===== src/rtl/rail_seq_pkg.sv =====
// Shared types for the rail sequencer.
// Assumes: nothing beyond the state set below.
package rail_seq_pkg;

    typedef enum logic [2:0] {
        SEQ_IDLE   = 3'd0,
        SEQ_RISE   = 3'd1,
        SEQ_ALLUP  = 3'd2,
        SEQ_SETTLE = 3'd3,
        SEQ_FALL   = 3'd4
    } seq_state_e;

endpackage


===== src/rtl/rail_seq_delay_map.sv =====
// Converts captured delay indices into tick counts for every step.
// Assumes: CNT_W holds the largest index times the largest step plus EXTRA_TICKS.
module rail_seq_delay_map #(
    parameter int NUM_RAILS    = 3,
    parameter int IDX_W        = 4,
    parameter int STEP_BASE    = 20,
    parameter int EXTRA_TICKS  = 4,
    parameter int CNT_W        = 11
) (
    input  logic [1:0]                       col,
    input  logic [NUM_RAILS*IDX_W-1:0]       rise_idx,
    input  logic [NUM_RAILS*IDX_W-1:0]       fall_idx,
    output logic [NUM_RAILS-1:0][CNT_W-1:0]  rise_dly,
    output logic [NUM_RAILS-1:0][CNT_W-1:0]  fall_dly
);

    logic [CNT_W-1:0] step_ticks;

    // Step size grows linearly with the column number.
    always_comb step_ticks = CNT_W'((32'(col) + 32'd1) * 32'(STEP_BASE));

    for (genvar k = 0; k < NUM_RAILS; k++) begin : g_dly
        localparam int ADD = (k == 0) ? EXTRA_TICKS : 0;
        assign rise_dly[k] = CNT_W'(32'(rise_idx[k*IDX_W +: IDX_W]) * 32'(step_ticks))
                             + CNT_W'(ADD);
        assign fall_dly[k] = CNT_W'(32'(fall_idx[k*IDX_W +: IDX_W]) * 32'(step_ticks))
                             + CNT_W'(ADD);
    end

endmodule


===== src/rtl/rail_seq_timer.sv =====
// Counts ticks up to a target; done is high once the count equals the target.
// Assumes: the owner pulses clear when a step starts or restarts.
module rail_seq_timer #(
    parameter int CNT_W = 11
) (
    input  logic             clk,
    input  logic             rst_n,
    input  logic             clear,
    input  logic             tick,
    input  logic [CNT_W-1:0] target,
    output logic             done
);

    logic [CNT_W-1:0] count;

    assign done = (count == target);

    // Advance on each tick until the target is reached.
    always_ff @(posedge clk) begin
        if (!rst_n || clear) begin
            count <= '0;
        end else if (tick && !done) begin
            count <= count + CNT_W'(1);
        end
    end

endmodule


===== src/rtl/rail_seq_fsm.sv =====
// Sequencing control: rise steps, settle, fall steps, abort and controlled shutdown.
// Assumes: tmr_done reflects the target selected for the current state and step.
module rail_seq_fsm
    import rail_seq_pkg::*;
#(
    parameter int NUM_RAILS = 3,
    parameter int STEP_W    = 2
) (
    input  logic                 clk,
    input  logic                 rst_n,
    input  logic                 enable,
    input  logic                 tmr_done,
    input  logic                 rev_q,
    output seq_state_e           state,
    output logic [STEP_W-1:0]    step,
    output logic [NUM_RAILS-1:0] flags,
    output logic                 tmr_clear,
    output logic                 cfg_load
);

    localparam logic [STEP_W-1:0] LAST = STEP_W'(NUM_RAILS - 1);

    logic              en_q;
    logic              shut_pend;
    logic              en_fall;
    logic [STEP_W-1:0] fall_sel;

    assign en_fall  = en_q && !enable;
    assign fall_sel = rev_q ? (LAST - step) : step;
    assign cfg_load = (state == SEQ_IDLE) && enable;

    // Restart the timer on every step boundary, abort or enable fall.
    always_comb begin
        unique case (state)
            SEQ_IDLE, SEQ_ALLUP: tmr_clear = 1'b1;
            SEQ_RISE:  tmr_clear = ((step == '0) && !enable)
                                   || ((step != '0) && en_fall) || tmr_done;
            SEQ_SETTLE, SEQ_FALL: tmr_clear = tmr_done;
            default:   tmr_clear = 1'b1;
        endcase
    end

    // State, step and flag updates.
    always_ff @(posedge clk) begin
        if (!rst_n) begin
            state     <= SEQ_IDLE;
            step      <= '0;
            flags     <= '0;
            shut_pend <= 1'b0;
            en_q      <= 1'b0;
        end else begin
            en_q <= enable;
            unique case (state)
                SEQ_IDLE: begin
                    shut_pend <= 1'b0;
                    step      <= '0;
                    if (enable) state <= SEQ_RISE;
                end
                SEQ_RISE: begin
                    if ((step == '0) && !enable) begin
                        state <= SEQ_IDLE;
                        flags <= '0;
                    end else if ((step != '0) && en_fall) begin
                        shut_pend <= 1'b1;
                    end else if (tmr_done) begin
                        flags[step] <= 1'b1;
                        if (step == LAST) begin
                            step  <= '0;
                            state <= shut_pend ? SEQ_SETTLE : SEQ_ALLUP;
                        end else begin
                            step <= step + STEP_W'(1);
                        end
                    end
                end
                SEQ_ALLUP: begin
                    if (!enable) begin
                        step  <= '0;
                        state <= SEQ_FALL;
                    end
                end
                SEQ_SETTLE: begin
                    if (tmr_done) begin
                        step  <= '0;
                        state <= SEQ_FALL;
                    end
                end
                SEQ_FALL: begin
                    if (tmr_done) begin
                        flags[fall_sel] <= 1'b0;
                        if (step == LAST) begin
                            step  <= '0;
                            state <= SEQ_IDLE;
                        end else begin
                            step <= step + STEP_W'(1);
                        end
                    end
                end
                default: state <= SEQ_IDLE;
            endcase
        end
    end

endmodule


===== src/rtl/rail_sequencer.sv =====
// Top of the three-rail sequencer: captures configuration, maps delays,
// selects the active timer target and wires the controller.
// Assumes: tick is a one-cycle strobe at the tick period; inputs are synchronous.
module rail_sequencer
    import rail_seq_pkg::*;
#(
    parameter int NUM_RAILS    = 3,
    parameter int IDX_W        = 4,
    parameter int TICKS_PER_MS = 10,
    parameter int BASE_STEP_MS = 2,
    parameter int EXTRA_TICKS  = 4,
    parameter int SETTLE_TICKS = 1200
) (
    input  logic                       clk,
    input  logic                       rst_n,
    input  logic                       tick,
    input  logic                       enable,
    input  logic [1:0]                 col_sel,
    input  logic                       rev_down,
    input  logic [NUM_RAILS*IDX_W-1:0] up_idx,
    input  logic [NUM_RAILS*IDX_W-1:0] dn_idx,
    output logic [NUM_RAILS-1:0]       rail_flags
);

    localparam int STEP_BASE = BASE_STEP_MS * TICKS_PER_MS;
    localparam int MAX_PROG  = ((1 << IDX_W) - 1) * 4 * STEP_BASE + EXTRA_TICKS;
    localparam int MAX_TGT   = (MAX_PROG > SETTLE_TICKS) ? MAX_PROG : SETTLE_TICKS;
    localparam int CNT_W     = $clog2(MAX_TGT + 1);
    localparam int STEP_W    = (NUM_RAILS > 2) ? $clog2(NUM_RAILS) : 1;

    seq_state_e                      state;
    logic [STEP_W-1:0]               step;
    logic                            tmr_clear;
    logic                            tmr_done;
    logic                            cfg_load;
    logic [CNT_W-1:0]                target;
    logic [1:0]                      cfg_col_q;
    logic                            cfg_rev_q;
    logic [NUM_RAILS*IDX_W-1:0]      cfg_up_q;
    logic [NUM_RAILS*IDX_W-1:0]      cfg_dn_q;
    logic [NUM_RAILS-1:0][CNT_W-1:0] rise_dly;
    logic [NUM_RAILS-1:0][CNT_W-1:0] fall_dly;

    // Capture configuration as a sequence leaves idle.
    always_ff @(posedge clk) begin
        if (!rst_n) begin
            cfg_col_q <= '0;
            cfg_rev_q <= 1'b0;
            cfg_up_q  <= '0;
            cfg_dn_q  <= '0;
        end else if (cfg_load) begin
            cfg_col_q <= col_sel;
            cfg_rev_q <= rev_down;
            cfg_up_q  <= up_idx;
            cfg_dn_q  <= dn_idx;
        end
    end

    rail_seq_delay_map #(
        .NUM_RAILS   (NUM_RAILS),
        .IDX_W       (IDX_W),
        .STEP_BASE   (STEP_BASE),
        .EXTRA_TICKS (EXTRA_TICKS),
        .CNT_W       (CNT_W)
    ) u_map (
        .col      (cfg_col_q),
        .rise_idx (cfg_up_q),
        .fall_idx (cfg_dn_q),
        .rise_dly (rise_dly),
        .fall_dly (fall_dly)
    );

    // Pick the delay that belongs to the current state and step.
    always_comb begin
        unique case (state)
            SEQ_RISE:   target = rise_dly[step];
            SEQ_FALL:   target = fall_dly[step];
            SEQ_SETTLE: target = CNT_W'(SETTLE_TICKS);
            default:    target = '0;
        endcase
    end

    rail_seq_timer #(
        .CNT_W (CNT_W)
    ) u_timer (
        .clk    (clk),
        .rst_n  (rst_n),
        .clear  (tmr_clear),
        .tick   (tick),
        .target (target),
        .done   (tmr_done)
    );

    rail_seq_fsm #(
        .NUM_RAILS (NUM_RAILS),
        .STEP_W    (STEP_W)
    ) u_fsm (
        .clk       (clk),
        .rst_n     (rst_n),
        .enable    (enable),
        .tmr_done  (tmr_done),
        .rev_q     (cfg_rev_q),
        .state     (state),
        .step      (step),
        .flags     (rail_flags),
        .tmr_clear (tmr_clear),
        .cfg_load  (cfg_load)
    );

endmodule


===== config.mk =====
export PLATFORM = sky130hd
export DESIGN_NAME = rail_sequencer
export DESIGN_NICKNAME = d
export VERILOG_FILES = /design/src/rtl/rail_seq_pkg.sv /design/src/rtl/rail_seq_delay_map.sv /design/src/rtl/rail_seq_timer.sv /design/src/rtl/rail_seq_fsm.sv /design/src/rtl/rail_sequencer.sv
export SDC_FILE = /design/constraint.sdc
export NUM_CORES = 1
export LEC_CHECK = 0
export BUFFER_PORTS_ARGS = -buffer_cell sky130_fd_sc_hd__buf_4
export CAP_MARGIN = 10
export CORE_ASPECT_RATIO = 1.1
export CORE_MARGIN = 3
export CORE_UTILIZATION = 49
export CTS_CLUSTER_DIAMETER = 150
export DETAILED_ROUTE_END_ITERATION = 6
export GPL_ROUTABILITY_DRIVEN = 0
export HOLD_SLACK_MARGIN = 0.06
export PLACE_DENSITY_LB_ADDON = 0.2
export SETUP_SLACK_MARGIN = 0.3
export SLEW_MARGIN = 5
export SYNTH_ARGS = -nofsm -noshare
export SYNTH_HDL_FRONTEND = slang
export SYNTH_SLANG_ARGS = --single-unit

===== constraint.sdc =====
create_clock -name clk -period 5.4 [get_ports clk]
set_input_delay 0.54 -clock clk [delete_from_list [all_inputs] [get_ports clk]]
set_output_delay 0.54 -clock clk [all_outputs]
set_load 0.02 [all_outputs]

# After elaboration in Yosys (flattened, before gate mapping)
# Index checks and enable logic that the tools add are counted.
# totals
mem_bits_rw	0
latchBits	0
rom_bits	0
regBits	48
mem_count	0
# op_classes
muxes	37
n_div	0
n_mul	7
n_eq_ne	17
add_sub_neg	6
shift	0
reduce_logical	24
magnitude_cmp	4
bitwise	3
# op_table
op	n
$mul 4x9->9	6
$bmux 11 s2	2
$mux 3	13
$pmux 11 s3	1
$mul 32x3->9 const B	1
$add 11x3->11 const B	2
$mux 11	2
$pmux 3 s5	1
$mux 2	7
$add 11x1->11 const B	1
$eq 11x11->1	1
$pmux 2 s5	1
$ne 2x1->1 const B	4
$ne 2x2->1 const B	4
$reduce_and 8->1	1
$logic_and 1x1->1	7
$eq 3x2->1 const B	2
$lt 2x3->1 const B	2
$ne 3x1->1 const B	2
$pmux 3 s2	1
$reduce_bool 2->1	3
$mux 1	5
$reduce_and 5->1	1
$reduce_bool 5->1	1
other kinds (20)	27

# Depth between registers and ports, before layout
# depth
depth_word	12
depth_mapped	22
mapped_depth_nobuf	19

# Hierarchy
# From an unflattened synthesis, not the netlist that was laid out.
# unflattened
cells_unflattened	828
area_unflattened_um2	7141.8
# by_module_without_submodules
mod	area_per_inst_um2	cells_each	n_inst	seq_area_each_um2
rail_seq_delay_map	4052.6	494	1	0.0
rail_sequencer	1660.3	159	1	540.5
rail_seq_fsm	765.7	96	1	200.2
rail_seq_timer	663.1	79	1	220.2

# Worst setup path before layout
# Ideal clock, no wire load.
# synth_path
path_type	register -> register
startpoint	register cfg_col_q[1]
endpoint	register u_fsm.flags[1]
setup_slack_ps	50
stages_incl_launch_ff	21
arrival_ps	5231
path_buffers	3
setup_ps	119
cell_sequence	dfxtp_1 inv_1 ha_1 clkbuf_1 clkbuf_1 nand2b_1 fa_1 fa_1 inv_1 fa_1 xnor2_1 nand4bb_1 xnor3_1 a221oi_1 o221ai_1 xor2_1 nor4b_4 and2_4 buf_6 o211ai_1 o221a_1
# synth_between
elab_chain_len	10
word_cells_on_any_way	19
# synth_rtl
item	line	rtl
start: declaration	rail_sequencer.sv:37	logic [1:0] cfg_col_q;
start signal: assignment	rail_sequencer.sv:52	cfg_col_q <= col_sel;
$add 2x1->3 *	rail_seq_delay_map.sv:20	always_comb step_ticks = CNT_W'((32'(col) + 32'd1) * 32'(STEP_BASE));
$mul 32x3->9 *	rail_seq_delay_map.sv:20	
$mul 4x9->9, on equally long branches	rail_seq_delay_map.sv:26, rail_seq_delay_map.sv:24	
$add 11x3->11, on equally long branches	rail_seq_delay_map.sv:27, rail_seq_delay_map.sv:25	
$bmux 11 s2, on equally long branches	rail_sequencer.sv:77, rail_sequencer.sv:76	
$mux 11, on equally long branches	rail_sequencer.sv:77, rail_sequencer.sv:76	
$pmux 11 s3 *	rail_sequencer.sv:75	unique case (state)
$eq 11x11->1 *	rail_seq_timer.sv:16	assign done = (count == target);
$ne 3x1->1 (no source line) or $ne 2x1->1 (tied branches)	--	
$reduce_and 4->1 (no source line) *	--	
end signal: assignment	rail_seq_fsm.sv:48	flags <= '0;
end signal: assignment	rail_seq_fsm.sv:62	flags <= '0;
end signal: indexed assignment	rail_seq_fsm.sv:66	flags[step] <= 1'b1;
end: declaration	rail_seq_fsm.sv:16	output logic [NUM_RAILS-1:0] flags,
# Every way passes the cells marked *; elsewhere a longest branch is shown, timed or not. The select of a mux whose other input is x is not followed.
# A chain may end at the register's enable or synchronous reset.

==> results.toml <==
[floorplanning]
die_h_um = 131.9
rows = 45
die_w_um = 120.4
die_area_um2 = 15880
core_area_um2 = 13960
io_pins = 34
initial_utilization_pct = 50.55

[critical_path]
worstReg2RegStart = "cfg_col_q[1]$_SDFFE_PN0P_"
cp-startpoint = "cfg_col_q[1]$_SDFFE_PN0P_"
crit_chain = "inv_2 > ha_4 > buf_6 > nand2b_4 > fa_1 > fa_1 > inv_2 > fa_2 > nand2_2 > nand4bb_4 > buf_6 > xnor3_1 > a221oi_2 > o221ai_2 > xor2_2 > nor4b_4 > buf_4 > nand2_2 > and3_1 > o31a_1"
critical_path_class = "reg2reg"
slowest_delay_ns = 0.60
worst-path-max-fanout = 7
path_buf_inv = 5
arrival_ns = 5.16
crit_family = "adder cells"
cp_slowest_cell = "fa_2"
worstSetupEndpointType = "flip-flop"
cp_data_required_time_ns = 5.59
crit_path_start_kind = "flip-flop"

[finish]
nFillCells = 1346
drive_gt1_share_pct = 18.48
final_cell_mix = "94 x nand2_1, 73 x ha_1, 63 x inv_1, 53 x buf_4, 51 x a21oi_1"
area_growth_pct = 18.44
stdcell_count = 1097
diodes = 0
final_common_cell = "nand2_1"
layout.nets = 1069

[run]
drv_cap = 0

[timing]
grt_setup_unrepaired = "yes"
setup_viol_count_final = 0
slew_violations = 0
worstMarginPinSlew_ns = 1.090
timing.final.crit_share_pct = 92.04
hold_viol = 0
period_minus_slack_ns = 4.970
relSlewSlack_pct = 27.32
tns_ns = 0
max_freq_ghz = 0.2012
skew_ns = 0.008360

[routing]
via_count = 6307
drt_wl_total_mm = 19.05
wl_per_cell_um = 17.36
drc = 0
drt_first_pass_iters = 5
avgViaCountPerCell = 5.749
drt-initial-drc-count = 493
detail-route-antenna-nets = 0

[grt]
grt_max_degree = 31
grt_first_pass_wirelength_mm = 31.24
grt_pass1_vias = 6244
track_usage_pct = 23.73
grt_overflow = 0
antenna_found_initial = 0

[yosys]
synthCells = 874
yosysTopAreaCell = "ha_1"
seq_area_frac_synth_pct = 13.61
synth_area_leaders = "ha_1 15%, dfxtp_1 14%, fa_1 14%"
synth_area_um2 = 7058
synth-seq-cells = 48
ys.flop_type = "dfxtp_1"
synthArstFlopShare_pct = 0
synth.distinct_cells = 77
synth_edf_count = 0
synth-warning-count = 0
syn_area_per_cell_um2 = 8.076
synth_top_area_share_pct = 14.54
syn-num-nets = 1035

[cts]
cts_hold_buf = 0
cts_tree = "done"
cts-root-buf = "clkbuf_16"
cts_buffer_depth = 2
htree_levels = 2
numClockSinks = 48
clkLatencyLatePin_ns = 0.31
clkTransAtPathRegs_ns = 0.07
numCtsBuffers = 5

[place]
io_buffers = 33
dpl.cell_count = 1076
place_hpwl_mm = 13.85

[min_path]
worstHoldStart = "up_idx[5]"
hold_path.class = "in2reg"

[run_status]
status = "finished clean"

[pwr]
p_leak_nw = 3.692
p_per_area_nw_per_um2 = 267.6
ir_worst_vdd_uv = 141.3
==> cells by family after synthesis <==
logic type / count (synthesis) / synth area share [%]
multiplexers: 12 / 1.702
flip-flops: 48 / 13.61
AND/OR/NAND/NOR: 353 / 27.34
XOR/XNOR: 36 / 4.857
buffers and inverters: 103 / 5.832
AO/OA/AOI/OAI: 192 / 18.51
adder cells (fa/ha/maj): 130 / 28.15
==> per-layer routing <==
layer	up-vias	track usage (%)	share of wire [%]
met3	32	3.777	3.6
met5	-	0	0
li1	3109	-	-
met2	117	40.20	50
met4	0	6.801	2.5
met1	3049	31.22	44
==> layout make-up <==
class	instances	area (um2)	share of cell area [%]
Multi-Input combinational cell	724	6196	74.12
Inverter	66	247.7	2.964
Tap cell	188	235.2	2.814
Sequential cell	48	965.9	11.56
Clock inverter	2	35.03	0.4191
Clock buffer	6	128.9	1.542
Timing Repair Buffer	63	550.5	6.586
==> path summary, 6_finish.rpt <==
check / slack [ns] / end / cells past startpoint
hold / removal: 0.47 / cfg_up_q[5]$_SDFFE_PN0P_ / 3
setup / recovery: 0.43 / flip-flop / 20
setup reg to reg: 0.43 / flip-flop / 20
hold reg to reg: 0.48 / u_fsm.shut_pend$_SDFFE_PN0P_ / 2
==> flip-flops by register name, indices dropped and copies added, names as in the netlist, named ones only <==
signal / count
cfg_col_q: 2
cfg_dn_q: 12
cfg_rev_q: 1
cfg_up_q: 12
u_fsm.en_q: 1
u_fsm.flags: 2
u_fsm.shut_pend: 1
u_fsm.state: 3
u_fsm.step: 2
u_timer.count: 11
==> power breakdown <==
group	switching [W]	internal, W	leakage (nW)
logic	0.000757	0.000613	3.22
clock network	0.000154	0.000219	0.0808
registers	0.0000949	0.000398	0.393
total	0.00101	0.00123	3.69
==> synth_stat cells (all sizes together), types with 6 or more instances <==
cell	count
nand2	96
ha	82
inv	66
a21oi	58
nor2b	56
dfxtp	48
fa	48
nor2	43
o21ai	37
and2	35
nand2b	34
clkbuf	26
xnor2	25
a211oi	17
nand3	17
mux2i	12
buf	11
nor3	11
and3	9
xor2	9
nand4	7
or2	7
or3	7
a21o	6
o21a	6
o22ai	6
==> through the flow <==
stage / setup slack [ns] / total power [W] / instance area (um2) / hold WS (ns) / utilization [%]
2_1_floorplan: 0.3173 / 0.001315 / 7074 / 0.4485 / -
3_3_place_gp: 0.1144 / 0.001590 / 7567 / 0.4584 / 54.19
3_5_place_dp: 0.02387 / 0.001600 / 7567 / 0.4697 / 54.19
4_1_cts: 0.3232 / 0.002078 / 7898 / 0.4665 / 56.56
5_1_grt: 0.2290 / 0.002408 / 8359 / 0.4792 / 59.87
6_report: 0.4296 / 0.002237 / 8359 / 0.4744 / 59.87
==> worst register-to-register path: cells and delay by family (launching register included) <==
kind            cells  cell delay (ns)
flops               1             0.37
xor+xnor            2             0.37
fa+ha+maj           4             1.86
simple gates        6             0.96
buf+inv             5             0.58
compound gates      3             0.71
==> repair_timing <==
action	4_1_cts	5_1_grt
gates cloned	1	1
endpoints found under the setup margin	19	19
pin swaps	12	46
resized for setup	19	79
setup buffers	6	5
(Power assumes the default switching activity.)
